**config.mk**
```make
export PLATFORM = sky130hd
export DESIGN_NAME = ecc_err_log
export DESIGN_NICKNAME = d
export VERILOG_FILES = /design/src/rtl/ecc_log_pkg.sv /design/src/rtl/ecc_evt_decode.sv /design/src/rtl/ecc_capture.sv /design/src/rtl/ecc_err_log.sv
export SDC_FILE = /design/constraint.sdc
export NUM_CORES = 1
export LEC_CHECK = 0
export BUFFER_PORTS_ARGS = -buffer_cell sky130_fd_sc_hd__buf_2
export CAP_MARGIN = 20
export CELL_PAD_IN_SITES_DETAIL_PLACEMENT = 0
export CELL_PAD_IN_SITES_GLOBAL_PLACEMENT = 1
export CORE_MARGIN = 2
export CORE_UTILIZATION = 36
export CTS_CLUSTER_DIAMETER = 30
export DETAILED_ROUTE_END_ITERATION = 8
export GPL_ROUTABILITY_DRIVEN = 0
export GPL_TIMING_DRIVEN = 0
export PLACE_DENSITY = 0.95
export SYNTH_ARGS = -nofsm -noshare
export SYNTH_HDL_FRONTEND = slang
export SYNTH_SLANG_ARGS = --single-unit
```
**constraint.sdc**
```tcl
create_clock -name clk -period 3 [get_ports clk]
set_input_delay 0 -clock clk [delete_from_list [all_inputs] [get_ports clk]]
set_output_delay 0 -clock clk [all_outputs]
set_load 0.05 [all_outputs]
```
**src/rtl/ecc_log_pkg.sv**
```systemverilog
package ecc_log_pkg;
  localparam int ADDR_CTRL = 0;
  localparam int ADDR_LOG  = 1;
  localparam int ADDR_SYN  = 2;

  localparam int B_ECC_ON  = 0;
  localparam int B_SEC_IE  = 1;
  localparam int B_DED_IE  = 2;
  localparam int B_DIAG_ON = 3;
  localparam int B_HALF    = 4;
  localparam int B_SEC_FLG = 5;
  localparam int B_DED_FLG = 6;

  // Log write decision: an uncorrectable event wins unless one is already held;
  // a correctable event only fills an empty log.
  function automatic logic log_wins(logic sec_ev, logic ded_ev,
                                    logic sec_held, logic ded_held);
    if (ded_ev) return !ded_held;
    return sec_ev && !sec_held && !ded_held;
  endfunction

  function automatic logic irq_term(logic sec_f, logic sec_ie,
                                    logic ded_f, logic ded_ie);
    return (sec_f && sec_ie) || (ded_f && ded_ie);
  endfunction
endpackage

```
**src/rtl/ecc_evt_decode.sv**
```systemverilog
module ecc_evt_decode #(
  parameter int LANES = 4
) (
  input  logic             res_valid,
  input  logic             ecc_on,
  input  logic             diag_on,
  input  logic             diag_req,
  input  logic [LANES-1:0] sec_lanes,
  input  logic [LANES-1:0] ded_lanes,
  input  logic             sec_held,
  input  logic             ded_held,
  output logic             sec_ev,
  output logic             ded_ev,
  output logic             log_take,
  output logic [LANES-1:0] log_mask,
  output logic             diag_take
);
  import ecc_log_pkg::*;

  always_comb begin
    sec_ev    = res_valid && ecc_on && (|sec_lanes);
    ded_ev    = res_valid && ecc_on && (|ded_lanes);
    log_take  = log_wins(sec_ev, ded_ev, sec_held, ded_held);
    log_mask  = ded_ev ? ded_lanes : sec_lanes;
    diag_take = res_valid && !ecc_on && diag_on && diag_req;
  end
endmodule

```
**src/rtl/ecc_capture.sv**
```systemverilog
module ecc_capture #(
  parameter int LANES = 4,
  parameter int SYN_W = 10,
  parameter int IDX_W = 11,
  parameter int SET_W = 3
) (
  input  logic                     clk,
  input  logic                     rst_n,
  input  logic                     log_take,
  input  logic                     diag_take,
  input  logic                     half_sel,
  input  logic [LANES-1:0]         log_mask,
  input  logic [IDX_W-1:0]         index,
  input  logic [SET_W-1:0]         set_no,
  input  logic [LANES*SYN_W-1:0]   syn,
  input  logic [2*LANES*SYN_W-1:0] chk,
  output logic [IDX_W-1:0]         idx_q,
  output logic [SET_W-1:0]         set_q,
  output logic [LANES-1:0]         mask_q,
  output logic [LANES*SYN_W-1:0]   syn_q
);
  always_ff @(posedge clk or negedge rst_n) begin
    if (!rst_n) begin
      idx_q  <= '0;
      set_q  <= '0;
      mask_q <= '0;
    end else if (log_take) begin
      idx_q  <= index;
      set_q  <= set_no;
      mask_q <= log_mask;
    end
  end

  for (genvar i = 0; i < LANES; i++) begin : g_lane
    logic [SYN_W-1:0] raw_sel;
    assign raw_sel = half_sel ? chk[(LANES+i)*SYN_W +: SYN_W]
                              : chk[i*SYN_W +: SYN_W];
    always_ff @(posedge clk or negedge rst_n) begin
      if (!rst_n)         syn_q[i*SYN_W +: SYN_W] <= '0;
      else if (log_take)  syn_q[i*SYN_W +: SYN_W] <= syn[i*SYN_W +: SYN_W];
      else if (diag_take) syn_q[i*SYN_W +: SYN_W] <= raw_sel;
    end
  end

  // without a log write the failing address fields hold
  p_log_frozen_r3: assert property (@(posedge clk) disable iff (!rst_n)
    !log_take |=> ($stable(idx_q) && $stable(set_q) && $stable(mask_q)));

  // a diagnostic capture never disturbs the failing address
  p_diag_keeps_index_r7: assert property (@(posedge clk) disable iff (!rst_n)
    diag_take |=> $stable(idx_q));
endmodule

```
**src/rtl/ecc_err_log.sv**
```systemverilog
module ecc_err_log #(
  parameter int LANES  = 4,
  parameter int SYN_W  = 10,
  parameter int IDX_W  = 11,
  parameter int SET_W  = 3,
  parameter int ADDR_W = 3,
  parameter int DATA_W = 32
) (
  input  logic                     clk,
  input  logic                     rst_n,
  input  logic                     res_valid,
  input  logic [LANES-1:0]         res_sec,
  input  logic [LANES-1:0]         res_ded,
  input  logic [LANES*SYN_W-1:0]   res_syn,
  input  logic [IDX_W-1:0]         res_index,
  input  logic [SET_W-1:0]         res_set,
  input  logic                     res_diag_req,
  input  logic [2*LANES*SYN_W-1:0] res_chk,
  input  logic                     cfg_wr,
  input  logic [ADDR_W-1:0]        cfg_addr,
  input  logic [DATA_W-1:0]        cfg_wdata,
  output logic [DATA_W-1:0]        cfg_rdata,
  output logic                     ecc_irq
);
  import ecc_log_pkg::*;

  localparam int CFG_W    = B_HALF + 1;
  localparam int SYN_REGS = LANES / 2;

  logic [CFG_W-1:0] cfg_q;
  logic sec_flag, ded_flag;
  logic ecc_on, sec_ie, ded_ie, diag_on, half_sel;
  logic ctrl_wr, clr_sec, clr_ded;
  logic sec_ev, ded_ev, log_take, diag_take;
  logic [LANES-1:0] log_mask, mask_q;
  logic [IDX_W-1:0] idx_q;
  logic [SET_W-1:0] set_q;
  logic [LANES*SYN_W-1:0] syn_q;
  logic unused_wdata;

  assign ecc_on   = cfg_q[B_ECC_ON];
  assign sec_ie   = cfg_q[B_SEC_IE];
  assign ded_ie   = cfg_q[B_DED_IE];
  assign diag_on  = cfg_q[B_DIAG_ON];
  assign half_sel = cfg_q[B_HALF];

  assign ctrl_wr  = cfg_wr && (cfg_addr == ADDR_W'(ADDR_CTRL));
  assign clr_sec  = ctrl_wr && cfg_wdata[B_SEC_FLG];
  assign clr_ded  = ctrl_wr && cfg_wdata[B_DED_FLG];
  assign unused_wdata = ^cfg_wdata[DATA_W-1:B_DED_FLG+1];

  ecc_evt_decode #(.LANES(LANES)) u_decode (
    .res_valid (res_valid),
    .ecc_on    (ecc_on),
    .diag_on   (diag_on),
    .diag_req  (res_diag_req),
    .sec_lanes (res_sec),
    .ded_lanes (res_ded),
    .sec_held  (sec_flag),
    .ded_held  (ded_flag),
    .sec_ev    (sec_ev),
    .ded_ev    (ded_ev),
    .log_take  (log_take),
    .log_mask  (log_mask),
    .diag_take (diag_take)
  );

  ecc_capture #(.LANES(LANES), .SYN_W(SYN_W), .IDX_W(IDX_W), .SET_W(SET_W)) u_capture (
    .clk       (clk),
    .rst_n     (rst_n),
    .log_take  (log_take),
    .diag_take (diag_take),
    .half_sel  (half_sel),
    .log_mask  (log_mask),
    .index     (res_index),
    .set_no    (res_set),
    .syn       (res_syn),
    .chk       (res_chk),
    .idx_q     (idx_q),
    .set_q     (set_q),
    .mask_q    (mask_q),
    .syn_q     (syn_q)
  );

  always_ff @(posedge clk or negedge rst_n) begin
    if (!rst_n) begin
      cfg_q    <= '0;
      sec_flag <= 1'b0;
      ded_flag <= 1'b0;
      ecc_irq  <= 1'b0;
    end else begin
      if (ctrl_wr) cfg_q <= cfg_wdata[CFG_W-1:0];
      sec_flag <= (sec_flag && !clr_sec) || sec_ev;
      ded_flag <= (ded_flag && !clr_ded) || ded_ev;
      ecc_irq  <= irq_term(sec_flag, sec_ie, ded_flag, ded_ie);
    end
  end

  always_comb begin
    cfg_rdata = '0;
    if (cfg_addr == ADDR_W'(ADDR_CTRL)) begin
      cfg_rdata[CFG_W-1:0]  = cfg_q;
      cfg_rdata[B_SEC_FLG]  = sec_flag;
      cfg_rdata[B_DED_FLG]  = ded_flag;
    end else if (cfg_addr == ADDR_W'(ADDR_LOG)) begin
      cfg_rdata[IDX_W+SET_W+LANES-1:0] = {mask_q, set_q, idx_q};
    end else begin
      for (int k = 0; k < SYN_REGS; k++) begin
        if (cfg_addr == ADDR_W'(ADDR_SYN + k))
          cfg_rdata[2*SYN_W-1:0] = syn_q[2*k*SYN_W +: 2*SYN_W];
      end
    end
  end

  // with checking off no flag can appear
  p_off_no_flag_r1: assert property (@(posedge clk) disable iff (!rst_n)
    (!ecc_on && !sec_flag && !ded_flag) |=> (!sec_flag && !ded_flag));

  // the correctable flag stays until cleared
  p_sticky_sec_r2: assert property (@(posedge clk) disable iff (!rst_n)
    (sec_flag && !clr_sec) |=> sec_flag);

  // a first uncorrectable event records its own lane mask
  p_ded_mask_r4: assert property (@(posedge clk) disable iff (!rst_n)
    (res_valid && ecc_on && (|res_ded) && !ded_flag) |=> (mask_q == $past(res_ded)));

  // no flag, no interrupt on the next cycle
  p_irq_quiet_r6: assert property (@(posedge clk) disable iff (!rst_n)
    (!sec_flag && !ded_flag) |=> !ecc_irq);
endmodule

```
Yosys cells after proc, flatten, opt, wreduce, memory -nomap -nowiden. Index checks and enable logic that the tools add are counted.

Logic and storage cells: 63. Input bits: 182. Output and inout bits: 33. Register bits: 66.

Muxes and demuxes: 22. Equality and inequality tests: 3. Reductions and logical operators: 27.

Operators with widths (count): $mux W10 (12); $mux W20 (2); $mux W18 (1); $logic_and A1 B1 Y1 (15); $mux W13 (1); $reduce_or A4 Y1 (2); $mux W7 (1); $eq A3 B2 Y1 const B (2); $logic_not A1 Y1 (5); $mux W4 (1); $eq A3 B1 Y1 const B (1); $logic_not A3 Y1 (1); $logic_or A1 B1 Y1 (3); $mux W1 (3); $mux W2 (1); $reduce_bool A2 Y1 (1).

Logic depth before layout (Yosys ltp).
Depth after elaboration: 6. Gate-level depth with buffers: 7.

Cells and area by module. Synthesis repeated with hierarchy kept, for this count alone.

Cells, all modules: 391. Area, all modules: 4262.8 sq um.

By module, submodules not included: ecc_capture (times used 1, sequential area each 1451.4 sq um, area each 3101.7 sq um, cells an instance 259); ecc_err_log (times used 1, sequential area each 200.2 sq um, area each 947.2 sq um, cells an instance 104); ecc_evt_decode (times used 1, sequential area each 0.0 sq um, area each 214.0 sq um, cells an instance 28).

Worst setup path before layout. Ideal clock, no wire load.

Kind: register to register. From: register cfg_q[0]. To: register u_capture.syn_q[12]. Library setup time: 125 ps. Stages on the path, launching flop included: 7. Slack: 1109 ps. Required time: 2875 ps. Arrival time: 1766 ps. Path through: dfrtp_1 clkbuf_1 and4b_1 buf_2 buf_2 mux2_2 mux2_2.

Word-level cells in the longest chain between the ends: 6. Elaborated cells between the ends (all ways): 13.

RTL lines: start, declared (line ecc_err_log.sv:30) `logic [CFG_W-1:0] cfg_q;`; start signal, assigned (line ecc_err_log.sv:92) `if (ctrl_wr) cfg_q <= cfg_wdata[CFG_W-1:0];`; $logic_and A1 B1 Y1 (line ecc_evt_decode.sv:21, ecc_evt_decode.sv:22); $logic_and A1 B1 Y1 (line ecc_evt_decode.sv:21) `sec_ev = res_valid && ecc_on && (|sec_lanes);`; $logic_and A1 B1 Y1 (2 in a row) (line ecc_log_pkg.sv:19) `return sec_ev && !sec_held && !ded_held;`; $mux W1 (line ecc_log_pkg.sv:19); $mux W10 / $reduce_bool A2 Y1 (equally long branches); end signal, assigned by index (line ecc_capture.sv:40) `else if (log_take) syn_q[i*SYN_W +: SYN_W] <= syn[i*SYN_W +: SYN_W];`; end signal, assigned by index (line ecc_capture.sv:41) `else if (diag_take) syn_q[i*SYN_W +: SYN_W] <= raw_sel;`; end, declared (line ecc_capture.sv:20) `output logic [LANES*SYN_W-1:0] syn_q`.

Several ways; a longest one is shown, not always the timed one. A chain may end at the register's enable or synchronous reset.

Worst setup path after layout.
From: register cfg_q[4]. To: register u_capture.syn_q[6].

Word-level cells in the longest chain between the ends: 3.

RTL lines: $mux W10 (line ecc_capture.sv:36) `assign raw_sel = half_sel ? chk[(LANES+i)*SYN_W +: SYN_W]`; $mux W10 (line ecc_capture.sv:41); $mux W10 (line ecc_capture.sv:40).

Every way passes these cells. The select of a mux whose other input is x is not followed.

==> results_dict.tcl <==
set metrics [dict create \
    status "completed" \
    first_iter_violations 139 \
    remaining_drc_errors 0 \
    slew_headroom 0.429 \
    tightest_slew_ps 857 \
    r2r_slack_ps 110 \
    synth_top_family_by_area "multiplexers" \
    synth_cell_types 31 \
    worst_ep_arrival_time_ps 3110 \
    initial_utilization 0.367 \
    skew_ps 11.7 \
    yosysWarnings 0 \
    timing.max_cap.violations 0 \
    cp.required_ps 3220 \
    synth_top_area_share 0.419 \
    die_h_um 109 \
    period_share 0.964 \
    drt-wirelength-per-cell_um 17.6 \
    synth_area_leader_cell "dfrtp_1" \
    muxShareOfSynthArea 0.329 \
    grt_pass1_vias 3932 \
    synthSimpleGateAreaFrac 0.0768 \
    setup_violations 0 \
    path_cells "clkbuf_1 -> buf_2 -> buf_1 -> mux2i_1 -> nor2_1 -> a221o_1 -> dlygate4sd3_1" \
    period_minus_slack_ps 2890 \
    postSynthAreaPerCell_sq_um 11.9 \
    syn_inst 332 \
    cts_tree "built" \
    layout.nets 786 \
    grt.busiest_layer "met2" \
    critPathLaunchType "flip-flop" \
    synthXorXnorAreaFrac 0 \
    drt_pass1_iterations 5 \
    path_class "flip-flop to flip-flop" \
    holdPathEnd "u_capture.syn_q[2]" \
    holdWs_ps 12.3 \
    hold_class "input pin to flip-flop" \
    use_met3 0.0395 \
    dieArea_sq_mm 0.0118 \
    slew_violations 0 \
    reg2reg_from "cfg_q[4]" \
    end_kind "flip-flop" \
    rsz0062_at_grt "no" \
    synth_compound_area_frac 0.115 \
    grt_pass1_wl_um 19600 \
    yosysSeqAreaShare 0.419 \
    cts.sinks 66 \
    place_area_sq_mm 0.00504 \
    drtAntennaViolNets 0 \
    diodes 0 \
    design_area_sq_mm 0.00599 \
    p_leak_uw 0.00285 \
    synth_common_cells "78 x mux2_2, 66 x dfrtp_1, 37 x nor2_1" \
    grtUsageTotal 0.224 \
    die_x_um 109 \
    htree_num_levels 3 \
    cpPeakStageDelay_ps 610 \
    clock_latency_ps 340 \
    viasPerCell 5.14 \
    reg2regPathDepth 7 \
    vdd_drop_max_mv 0.291 \
    routed_wl_um 13200 \
    grt_max_degree 67 \
    p_total_uw 4020 \
    synthArstFlopShare 1.00 \
    cp_max_fo 10 \
    cp_top_family "buffers and inverters" \
    clkTransAtPathRegs_ps 70 \
    syn_area_sq_mm 0.00394 \
    hpwlAfterDp_um 9560 \
    holdPathStages 4 \
    clockBufferDepth 2 \
    cp_slowest_cell "buf_1" \
    grt.overflow.total 0 \
    p_per_area_mw_per_mm2 672 \
    rows 38 \
    drive_gt1_frac 0.500 \
    synthAdderAreaFrac 0 \
    hold_viol_final 0 \
    synth_edf_count 0 \
    synth_seq_cells 66 \
    synth.area.top_cells "dfrtp_1 42%, mux2_2 22%, mux2i_1 6.6%" \
    r2r_end "u_capture.syn_q[6]" \
    yosysMostFrequentCell "mux2_2" \
    fin_tns_setup_ps 0 \
    vias 3844 \
    clock.fmax_mhz 346 \
    met2_usage 0.401 \
    ys.flop_type "dfrtp_1" \
    core-area_sq_mm 0.0107 \
    portBuffers 176 \
    min_from "res_chk[42]" \
    path_buf_inv 4 \
    globalRouteMet1Util 0.268 \
    root_buffer "clkbuf_8" \
    syn_to_final_growth_pct 51.8 \
    antenna_found_initial 0 \
    pin_count 215 \
    cts_buffers 9 \
]
[flip-flops by register name, summed over array words and instances, names as in the netlist]
signal,count
cfg_q,5
ded_flag,1
ecc_irq,1
sec_flag,1
u_capture.idx_q,11
u_capture.mask_q,4
u_capture.set_q,3
u_capture.syn_q,40
[logic make-up after synthesis]
group | count (synthesis)
mux | 111
flops | 66
simple gates | 61
compound gates | 52
buf+inv | 41
other cells | 1
[per-layer routing]
metal	routed length, um	vias to the layer above	part of all wire
li1	-	1779	-
met1	5430	1850	0.41
met2	6730	196	0.51
met3	743	19	0.056
met4	252	0	0.019
met5	0	-	0
[where the power goes]
part | switching, uW | internal (uW)
registers | 267 | 1290
logic | 754 | 919
clock network | 344 | 447
[layout by cell type (no fill, tap or decap), types with 3 or more instances in the layout]
cell           netlist  final
buf_6                3      3
a221o_1             24     24
buf_1                3      3
a221oi_1             4      4
buf_2               11    186
nand2_1              3      3
mux2i_1             26     26
nor2b_1              8      8
o21ai_0              4      4
dfrtp_1             66     66
mux2_2              78     78
nand3_1              4      4
buf_4               12     13
clkbuf_1            12     13
dlygate4sd3_1        0     74
a31oi_1              4      4
a22oi_1             11     11
nor2_1              37     37
clkbuf_8             0     12
conb_1               1     12
mux4_2               7      7
[worst max-delay path by stage]
stage,startpoint,to,slack [ps],cells past startpoint
after floorplan,cfg_q[0],u_capture.syn_q[12],1110,6
after global placement,cfg_q[4],u_capture.syn_q[7],680,6
after detailed placement,cfg_q[4],u_capture.syn_q[7],630,6
after CTS,cfg_q[4],u_capture.syn_q[5],150,7
after global routing,cfg_q[0],u_capture.syn_q[22],40,7
final,cfg_q[4],u_capture.syn_q[6],110,7
[worst min-delay path, stage by stage]
cell and delay [ps]:
buf_2 80, mux2i_1 60, nor2_1 80, a221o_1 100
[cell type report]
type,count,area (sq um)
Fill cell,925,4760
Multi-Input combinational cell,236,2100
Sequential cell,66,1650
Timing Repair Buffer,250,1620
Buffer,41,235
Tap cell,140,175
Clock buffer,13,169
Clock inverter,2,35.0
[stage by stage]
stage	setup slack [ps]	utilization	instances
CTS	154	0.557	748
floorplan	1110	-	343
global placement	683	0.469	659
finish	109	0.557	748
global route	36.0	0.557	748
detailed placement	630	0.469	659
[repair_timing]
action | CTS | global route
hold buffers | 74 | 0
gates resized for setup | 0 | 0
endpoints found under the hold margin | 131 | 0
buffers inserted | 0 | 0
Note: power is estimated with default switching activity, not from simulation.
